**src/rtl/alu_pkg.sv**
```systemverilog
// Package: command encodings and the operand-need classifier shared by the
// ALU datapath, operand gate and top. Assumes a 4-bit command core.
package alu_pkg;

    typedef enum logic [3:0] {
        A_ADD  = 4'd0,  A_SUB  = 4'd1,  A_ADDC = 4'd2,  A_SUBC = 4'd3,
        A_INCA = 4'd4,  A_DECA = 4'd5,  A_INCB = 4'd6,  A_DECB = 4'd7,
        A_CMP  = 4'd8,  A_IMUL = 4'd9,  A_SMUL = 4'd10
    } arith_op_e;

    typedef enum logic [3:0] {
        L_AND  = 4'd0,  L_NAND = 4'd1,  L_OR   = 4'd2,  L_NOR  = 4'd3,
        L_XOR  = 4'd4,  L_XNOR = 4'd5,  L_NOTA = 4'd6,  L_NOTB = 4'd7,
        L_SHRA = 4'd8,  L_SHLA = 4'd9,  L_SHRB = 4'd10, L_SHLB = 4'd11,
        L_ROL  = 4'd12, L_ROR  = 4'd13
    } logic_op_e;

    typedef enum logic [2:0] {
        NEED_NONE, NEED_A, NEED_B, NEED_AB, NEED_BAD
    } need_e;

    // Classify which operands a command consumes, or flag it unsupported.
    function automatic need_e op_need(input logic arith, input logic [3:0] code);
        need_e n;
        n = NEED_BAD;
        if (arith) begin
            case (code)
                A_ADD, A_SUB, A_ADDC, A_SUBC, A_CMP, A_IMUL, A_SMUL: n = NEED_AB;
                A_INCA, A_DECA:                                      n = NEED_A;
                A_INCB, A_DECB:                                      n = NEED_B;
                default:                                             n = NEED_BAD;
            endcase
        end else begin
            case (code)
                L_AND, L_NAND, L_OR, L_NOR, L_XOR, L_XNOR, L_ROL, L_ROR: n = NEED_AB;
                L_NOTA, L_SHRA, L_SHLA:                                 n = NEED_A;
                L_NOTB, L_SHRB, L_SHLB:                                 n = NEED_B;
                default:                                                n = NEED_BAD;
            endcase
        end
        return n;
    endfunction

endpackage

```
**src/rtl/alu_arith.sv**
```systemverilog
// Module: combinational arithmetic datapath for the arithmetic command table.
// Assumes the caller has already qualified operands; unsupported codes
// produce all-zero outputs and are flagged elsewhere.
module alu_arith
    import alu_pkg::*;
#(
    parameter int OPW = 8
) (
    input  arith_op_e        op,
    input  logic [OPW-1:0]   a,
    input  logic [OPW-1:0]   b,
    input  logic             cin,
    output logic [2*OPW-1:0] res,
    output logic             cout,
    output logic             ovf,
    output logic             eq,
    output logic             gt,
    output logic             lt
);
    localparam int MSB = OPW - 1;
    localparam int PW  = 2 * OPW + 2;
    localparam logic [OPW:0] ONE = {{OPW{1'b0}}, 1'b1};

    logic [OPW:0]  s;
    logic [PW-1:0] mx, my, prod;

    // Evaluate the selected arithmetic command and its flags.
    always_comb begin
        s    = '0;
        mx   = '0;
        my   = '0;
        prod = '0;
        res  = '0;
        cout = 1'b0;
        ovf  = 1'b0;
        eq   = 1'b0;
        gt   = 1'b0;
        lt   = 1'b0;
        case (op)
            A_ADD, A_ADDC: begin
                s    = {1'b0, a} + {1'b0, b} + {{OPW{1'b0}}, (op == A_ADDC) & cin};
                res  = {{OPW{1'b0}}, s[OPW-1:0]};
                cout = s[OPW];
                ovf  = (a[MSB] == b[MSB]) && (s[MSB] != a[MSB]);
            end
            A_SUB, A_SUBC: begin
                s    = {1'b0, a} - {1'b0, b} - {{OPW{1'b0}}, (op == A_SUBC) & cin};
                res  = {{OPW{1'b0}}, s[OPW-1:0]};
                cout = s[OPW];
                ovf  = (a[MSB] != b[MSB]) && (s[MSB] != a[MSB]);
            end
            A_INCA, A_INCB: begin
                s    = {1'b0, (op == A_INCA) ? a : b} + ONE;
                res  = {{OPW{1'b0}}, s[OPW-1:0]};
                cout = s[OPW];
            end
            A_DECA, A_DECB: begin
                s    = {1'b0, (op == A_DECA) ? a : b} - ONE;
                res  = {{OPW{1'b0}}, s[OPW-1:0]};
                ovf  = s[OPW];
            end
            A_CMP: begin
                eq = (a == b);
                gt = (a > b);
                lt = (a < b);
            end
            A_IMUL: begin
                mx   = {{(OPW+1){1'b0}}, ({1'b0, a} + ONE)};
                my   = {{(OPW+1){1'b0}}, ({1'b0, b} + ONE)};
                prod = mx * my;
                res  = prod[2*OPW-1:0];
                cout = |prod[PW-1:2*OPW];
            end
            A_SMUL: begin
                mx   = {{(OPW+1){1'b0}}, a, 1'b0};
                my   = {{(OPW+2){1'b0}}, b};
                prod = mx * my;
                res  = prod[2*OPW-1:0];
                cout = |prod[PW-1:2*OPW];
            end
            default: ;
        endcase
    end
endmodule

```
**src/rtl/alu_logic.sv**
```systemverilog
// Module: combinational bitwise, shift and rotate datapath for the logical
// command table. Assumes OPW is a power of two so the rotate amount is
// B modulo OPW; flags an illegal rotate when B has bits at or above
// position log2(OPW)+1.
module alu_logic
    import alu_pkg::*;
#(
    parameter int OPW = 8
) (
    input  logic_op_e      op,
    input  logic [OPW-1:0] a,
    input  logic [OPW-1:0] b,
    output logic [OPW-1:0] res,
    output logic           rot_err
);
    localparam int SH_W   = $clog2(OPW);
    localparam int RAMT_W = SH_W + 1;

    logic [2*OPW-1:0] dbl, rot;
    logic [SH_W-1:0]  amt;

    // Flag rotate amounts with any bit at or above RAMT_W.
    always_comb rot_err = ((op == L_ROL) || (op == L_ROR)) && (|(b >> RAMT_W));

    // Evaluate the selected logical command.
    always_comb begin
        dbl = {a, a};
        amt = b[SH_W-1:0];
        rot = '0;
        res = '0;
        case (op)
            L_AND:  res = a & b;
            L_NAND: res = ~(a & b);
            L_OR:   res = a | b;
            L_NOR:  res = ~(a | b);
            L_XOR:  res = a ^ b;
            L_XNOR: res = ~(a ^ b);
            L_NOTA: res = ~a;
            L_NOTB: res = ~b;
            L_SHRA: res = a >> 1;
            L_SHLA: res = a << 1;
            L_SHRB: res = b >> 1;
            L_SHLB: res = b << 1;
            L_ROL: begin
                rot = dbl << amt;
                res = rot[2*OPW-1:OPW];
            end
            L_ROR: begin
                rot = dbl >> amt;
                res = rot[OPW-1:0];
            end
            default: ;
        endcase
    end
endmodule

```
**src/rtl/alu_opnd_gate.sv**
```systemverilog
// Module: operand qualifier. Decides per enabled cycle whether the command
// may execute, must fail, or must wait for both operands. Counts consecutive
// enabled waiting cycles and fails the WAIT-th one.
module alu_opnd_gate
    import alu_pkg::*;
#(
    parameter int WAIT = 16
) (
    input  logic       clk,
    input  logic       rst_n,
    input  logic       ce,
    input  need_e      need,
    input  logic [1:0] vld,
    output logic       fail,
    output logic       hold
);
    localparam int CW = (WAIT > 1) ? $clog2(WAIT) : 1;
    localparam logic [CW-1:0] LAST = CW'(WAIT - 1);

    logic [CW-1:0] cnt;
    logic          miss_one, miss_two, expired;

    // Classify the current cycle from the operand-need and valid bits.
    always_comb begin
        miss_one = ((need == NEED_A) && !vld[0]) || ((need == NEED_B) && !vld[1]);
        miss_two = (need == NEED_AB) && (vld != 2'b11);
        expired  = miss_two && (cnt == LAST);
        fail     = (need == NEED_BAD) || miss_one || expired;
        hold     = miss_two && !expired;
    end

    // Count consecutive enabled waiting cycles; clear on anything else.
    always_ff @(posedge clk) begin
        if (!rst_n)  cnt <= '0;
        else if (ce) cnt <= hold ? cnt + 1'b1 : '0;
    end

    // a fresh operand pair always restarts the window.
    assert_window_restart_R6: assert property (@(posedge clk) disable iff (!rst_n)
        (ce && need == NEED_AB && vld == 2'b11) |=> (cnt == '0));
endmodule

```
**src/rtl/dual_mode_alu.sv**
```systemverilog
// Module: top of the registered dual-mode ALU. Selects the arithmetic or
// logical datapath by mode, qualifies operands through the gate and
// registers all outputs. Assumes CMDW >= 4 and OPW a power of two >= 8.
module dual_mode_alu
    import alu_pkg::*;
#(
    parameter int OPW  = 8,
    parameter int CMDW = 4,
    parameter int WAIT = 16
) (
    input  logic              clk,
    input  logic              rst_n,
    input  logic              ce,
    input  logic              mode,
    input  logic [CMDW-1:0]   cmd,
    input  logic [1:0]        opnd_vld,
    input  logic [OPW-1:0]    op_a,
    input  logic [OPW-1:0]    op_b,
    input  logic              cin,
    output logic [2*OPW-1:0]  result,
    output logic              cout,
    output logic              ovf,
    output logic              eq,
    output logic              gt,
    output logic              lt,
    output logic              err
);
    localparam int RAMT_W = $clog2(OPW) + 1;

    logic [3:0]       code;
    logic             hi_bad;
    need_e            need;
    logic             fail, hold;
    logic [2*OPW-1:0] ar_res;
    logic             ar_cout, ar_ovf, ar_eq, ar_gt, ar_lt;
    logic [OPW-1:0]   lg_res;
    logic             lg_rot_err;

    assign code = cmd[3:0];

    // Command bits above the 4-bit core make the code unsupported.
    generate
        if (CMDW > 4) begin : g_wide_cmd
            assign hi_bad = |cmd[CMDW-1:4];
        end else begin : g_narrow_cmd
            assign hi_bad = 1'b0;
        end
    endgenerate

    // Classify which operands the current command needs.
    always_comb need = hi_bad ? NEED_BAD : op_need(mode, code);

    alu_opnd_gate #(.WAIT(WAIT)) u_gate (
        .clk(clk), .rst_n(rst_n), .ce(ce), .need(need), .vld(opnd_vld),
        .fail(fail), .hold(hold)
    );

    alu_arith #(.OPW(OPW)) u_arith (
        .op(arith_op_e'(code)), .a(op_a), .b(op_b), .cin(cin),
        .res(ar_res), .cout(ar_cout), .ovf(ar_ovf),
        .eq(ar_eq), .gt(ar_gt), .lt(ar_lt)
    );

    alu_logic #(.OPW(OPW)) u_logic (
        .op(logic_op_e'(code)), .a(op_a), .b(op_b),
        .res(lg_res), .rot_err(lg_rot_err)
    );

    // Register the selected outputs, an error word, or hold while waiting.
    always_ff @(posedge clk) begin
        if (!rst_n) begin
            result <= '0;
            {cout, ovf, eq, gt, lt, err} <= '0;
        end else if (ce && !hold) begin
            if (fail || (!mode && lg_rot_err)) begin
                result <= '0;
                {cout, ovf, eq, gt, lt} <= '0;
                err <= 1'b1;
            end else if (mode) begin
                result <= ar_res;
                {cout, ovf, eq, gt, lt} <= {ar_cout, ar_ovf, ar_eq, ar_gt, ar_lt};
                err <= 1'b0;
            end else begin
                result <= {{OPW{1'b0}}, lg_res};
                {cout, ovf, eq, gt, lt} <= '0;
                err <= 1'b0;
            end
        end
    end

    assert_reset_clear_R1: assert property (@(posedge clk)
        !rst_n |=> (result == '0 && !cout && !ovf && !eq && !gt && !lt && !err));

    assert_ce_hold_R2: assert property (@(posedge clk) disable iff (!rst_n)
        !ce |=> ($stable(result) && $stable(err) && $stable(cout) && $stable(ovf)));

    assert_single_miss_R5: assert property (@(posedge clk) disable iff (!rst_n)
        (ce && ((need == NEED_A && !opnd_vld[0]) || (need == NEED_B && !opnd_vld[1])))
        |=> err);

    assert_wait_hold_R6: assert property (@(posedge clk) disable iff (!rst_n)
        (ce && hold) |=> ($stable(result) && $stable(err) && $stable(cout)));

    assert_rot_err_R7: assert property (@(posedge clk) disable iff (!rst_n)
        (ce && !mode && !hi_bad && (code == L_ROL || code == L_ROR)
         && opnd_vld == 2'b11 && (|(op_b >> RAMT_W))) |=> err);

    assert_sub_equal_R8: assert property (@(posedge clk) disable iff (!rst_n)
        (ce && mode && !hi_bad && code == A_SUB && opnd_vld == 2'b11 && op_a == op_b)
        |=> (!ovf && result == '0 && !err));

    assert_inc_wrap_R9: assert property (@(posedge clk) disable iff (!rst_n)
        (ce && mode && !hi_bad && code == A_INCA && opnd_vld[0] && (&op_a))
        |=> (cout && result == '0));

    assert_cmp_onehot_R10: assert property (@(posedge clk) disable iff (!rst_n)
        (ce && mode && !hi_bad && code == A_CMP && opnd_vld == 2'b11)
        |=> ($countones({eq, gt, lt}) == 1));

    assert_logic_noflags_R12: assert property (@(posedge clk) disable iff (!rst_n)
        (ce && !mode && !hold) |=> (!cout && !ovf));

    assert_err_clean_R13: assert property (@(posedge clk) disable iff (!rst_n)
        err |-> (result == '0 && !cout && !ovf && !eq && !gt && !lt));
endmodule

```
**config.mk**
```make
export PLATFORM = sky130hd
export DESIGN_NAME = dual_mode_alu
export DESIGN_NICKNAME = d
export VERILOG_FILES = /design/src/rtl/alu_pkg.sv /design/src/rtl/alu_arith.sv /design/src/rtl/alu_logic.sv /design/src/rtl/alu_opnd_gate.sv /design/src/rtl/dual_mode_alu.sv
export SDC_FILE = /design/constraint.sdc
export NUM_CORES = 1
export LEC_CHECK = 0
export ABC_AREA = 1
export ABC_CLOCK_PERIOD_IN_PS = 8900
export CAP_MARGIN = 25
export CORE_ASPECT_RATIO = 1.75
export CORE_MARGIN = 5
export CORE_UTILIZATION = 61
export DETAILED_ROUTE_END_ITERATION = 7
export DONT_BUFFER_PORTS = 1
export PLACE_DENSITY_LB_ADDON = 0.25
export SYNTH_ARGS = -nofsm -noshare
export SYNTH_HDL_FRONTEND = slang
export SYNTH_SLANG_ARGS = --single-unit
```
**constraint.sdc**
```tcl
create_clock -name clk -period 8.9 [get_ports clk]
set_clock_uncertainty 0.15 [all_clocks]
set_input_delay 1.335 -clock clk [delete_from_list [all_inputs] [get_ports clk]]
set_output_delay 1.335 -clock clk [all_outputs]
set_load 0.02 [all_outputs]
```
==> summary.txt <==
Clocking
  – Root Buffer: clkbuf_16
  – Clock buffer depth: 2
  – # hold bufs at CTS: 0
  – CTS tree: built
  – CTS Buf Count: 3
  – Clock net sink count: 26
  – Clk_lat worst skew: ~260 ps
  – H-tree Lvls: 1
  – CTS resizes: 0
  – Postcts setup bufs: 0
  – Clk pin slew, worst setup/hold paths: 80 ps

Logic synthesis
  – Largest cells by area after synthesis: fa_1 (19%), nand2_1 (16%), ha_1 (16%), inv_1 (9.8%), nor2_1 (6.6%)
  – EDFF count, synth: 0
  – Sequential area share after synthesis: 5.446%
  – Post-synth top area cell: fa_1
  – Count leader, synth: nand2_1
  – Unique cell type count in the Yosys netlist: 48
  – Mapped Avg Cell Area: roughly 6.3 um2
  – Simple-Gate Fraction of Synth Area: between 30 and 40%
  – Gate Count Post-Synth: roughly 1500
  – XOR/XNOR Fraction of Synth Area: roughly 1.7%
  – Mux cell area share after synthesis: less than 1%
  – Mapped Nets: 1764
  – Flops & latches, synth: 26
  – Area of the mapped netlist: 9557 um2
  – Compound-Gate Fraction of Synth Area: 11.23%
  – Synth warn: 0
  – Largest family of logic cells by synthesized area: adder cells
  – Ys flop type: dfxtp_1
  – Area share of fa/ha/maj cells after synthesis: around a third
  – Post-synth top area share: roughly a fifth
  – Async SR Flop Fraction: 0%
  – Synth cell count leaders: nand2_1 (405), inv_1 (249), nor2_1 (168)

Global route
  – Met3 usage: just under 7%
  – GRT Util Overall: 39.58%
  – Overflow after GRT: 0
  – GRT busiest layer: met2
  – Antenna violations before repair: 0
  – Pin count of the biggest net entering global routing: 33
  – First-pass GRT wire length: about 57 mm
  – Vias in the first global route: 10454
  – Met2 GRT Util: between 70% and 80%
  – Met1 Track Usage GR: around two fifths

STA
  – Fin. Hold Viols: 0
  – RSZ-0062 raised after global routing: no
  – Final min period: around 6600 ps
  – Fmax: 0.1512 GHz
  – Setup TNS: 0 ps
  – Final Setup Violations: 0
  – Worst slew margin: roughly a third
  – Setup WS post-layout: between 2000 and 2500 ps
  – Slew at the pin with the worst max-slew slack: a little under 1000 ps
  – Tcrit/Tclk final: about three quarters
  – Final slew viol count: 0

Power and ir drop
  – P_int: approximately 0.00062 W
  – Clk pwr share: 9.5%
  – Combinational share of power: approximately 81%
  – Seq pwr share: a little under a tenth
  – VDD IR-drop max: 0.1619 mV
  – Leak: around 5.4 nW
  – Switching share of total power: between 50% and 60%
  – Cell area power density: about 150 nW/um2
  – Net switching power: 0.0008017 W

Critical path
  – Cell family with most CP delay: adder cells
  – CP max stage delay: 620 ps
  – CP arrival: approximately 6600 ps
  – Worst Setup End Kind: flip-flop
  – CP Buf/Inv Count: 3
  – Critical Path Source Type: input port
  – CP Data Required Time: just under 9000 ps
  – CP Class: input port to flip-flop
  – Crit-path slowest cell: xor2_1
  – Crit path max fanout: 27
  – Crit-path cells: inv_1 > nor3_1 > nand3_1 > xor2_1 > nor2_1 > fa_1 > fa_1 > fa_1 > inv_1 > fa_1 > inv_1 > ha_1 > a21oi_1 > nor2_1 > nor2_1 > nor2_1 > nor2_1 > nand3b_1 > nand2_1 > nand2_1 > nand2_1 > nand3_1 > nand2_1 > nand2_1

Route
  – Initial drt markers: approximately 1000
  – DR pass1 iterations: 6
  – Total number of vias: roughly 10000
  – Vias per cell: between 6 and 7
  – Post-route DRC violation count: 0
  – ANT nets after route: 0
  – Routed WL: roughly 37 mm
  – WL/cell: between 20 and 25 um

Placement
  – Post-detail-place hpwl: between 20 and 30 mm
  – Routability cong.: ~1.1
  – Dpl ws: between 2000 and 2500 ps
  – I/O Buffers: 0

Die
  – Top Ports: 49
  – Area of the die: 18370 um2
  – CORE AREA: around 15000 um2
  – Die Y: around 180 um
  – Die W: between 100 and 150 um
  – Starting density of the core: between 60% and 70%
  – FP Rows: 60

Finish
  – Layout area overhead: 1.728%
  – Fill cells: 1493
  – Fraction of layout cells with a size suffix above 1: between 3 and 4%
  – ANT cells: 0
  – Number of nets in the layout: between 1500 and 2000

Run
  – Max-cap violation count: 0

Outcome
  – Outcome: complete, no violations

Worst hold path
  – Worst Hold Class: flip-flop to flip-flop
-- worst reg2reg max path: cells and delay by family, from the launching register on --
| kind | cells | cell delay [ps] |
|---|---|---|
| AND/OR/NAND/NOR | 5 | 990 |
| flip-flops | 1 | 320 |
| adder cells (fa/ha/maj) | 1 | 210 |
| buffers and inverters | 1 | 130 |
-- state kept, by name, indices dropped and copies added (netlist names) --
| signal | cells |
|---|---|
| err | 1 |
| result | 16 |
| eq | 1 |
| gt | 1 |
| ovf | 1 |
| lt | 1 |
| u_gate.cnt | 4 |
| cout | 1 |
-- cell usage in the layout, fill, tap and decap left out, types with 5 or more instances in the layout --
cell | netlist | layout
nand2_1 | 405 | 405
inv_1 | 249 | 249
nor2_1 | 168 | 168
nand3_1 | 121 | 121
ha_1 | 120 | 120
fa_1 | 90 | 90
o21ai_0 | 70 | 70
a21oi_1 | 63 | 63
dfxtp_1 | 26 | 26
nand4_1 | 25 | 25
o22ai_1 | 16 | 16
nor3_1 | 15 | 15
or2_2 | 12 | 12
xor2_1 | 11 | 11
inv_2 | 10 | 10
o21ai_1 | 10 | 10
nand3b_1 | 7 | 7
nand2_2 | 6 | 6
clkinv_1 | 5 | 5
o21bai_1 | 5 | 5
o211ai_1 | 5 | 5
buf_4 | 3 | 5
-- logic make-up (layout without fill, tap and decap cells) --
| family | Yosys count | count (layout) |
|---|---|---|
| and+or+nand+nor | 774 | 774 |
| xor gates and xnor gates | 17 | 17 |
| muxes | 2 | 2 |
| buffers and inverters | 307 | 273 |
| AOI/OAI and AO/OA | 191 | 191 |
| DFF | 26 | 26 |
| adders and majority gates | 210 | 210 |
-- layer usage --
| layer | vias up | share of wire [%] |
|---|---|---|
| met1 | 4823 | 32 |
| met2 | 572 | 51 |
| met4 | 0 | 9.9 |
| met3 | 226 | 7.8 |
| met5 | - | 0 |
| li1 | 4762 | - |
-- final cells by class --
cell class	count	area (um2)	share of cell area, %
clock buffers	3	75.07	0.7722
clock inverters	1	30.03	0.3089
inverters	264	991.0	10.19
multi-input cells	1194	7835	80.59
flip-flops and latches	26	520.5	5.354
well taps	186	232.7	2.394
repair buffers	5	37.54	0.3861
-- power groups by stage --
stage	Clock, W	Sequential (W)	Combinational [W]
after floorplan	0	0.000131	0.000856
after global placement	0	0.000132	0.00111
after detailed placement	0	0.000132	0.00113
after CTS	0.000137	0.000129	0.00114
after global routing	0.000140	0.000130	0.00131
final	0.000136	0.000129	0.00116
-- stage by stage --
| stage | cell area [um2] | util, % | power, W | cells | hold WS (ps) |
|---|---|---|---|---|---|
| final | 9722 | 63.17 | 0.001426 | 1679 | 344.2 |
| after global placement | 9617 | 62.49 | 0.001246 | 1675 | 329.8 |
| after global routing | 9722 | 63.17 | 0.001583 | 1679 | 388.2 |
| after detailed placement | 9617 | 62.49 | 0.001264 | 1675 | 336.2 |
| after CTS | 9722 | 63.17 | 0.001407 | 1679 | 346.1 |
| after floorplan | 9557 | - | 0.0009865 | 1527 | 310.6 |
-- worst paths after layout --
| kind | cells past startpoint | start | endpoint | slack (ps) |
|---|---|---|---|---|
| worst max-delay path | 24 | op_b[0] | cout | 2290 |
| worst min-delay path | 2 | u_gate.cnt[1] | u_gate.cnt[1] | 340 |
| worst max register to register | 7 | u_gate.cnt[0] | u_gate.cnt[0] | 7020 |
| worst min register to register | 2 | u_gate.cnt[1] | u_gate.cnt[1] | 340 |
Note: power is estimated with default switching activity, not from simulation.
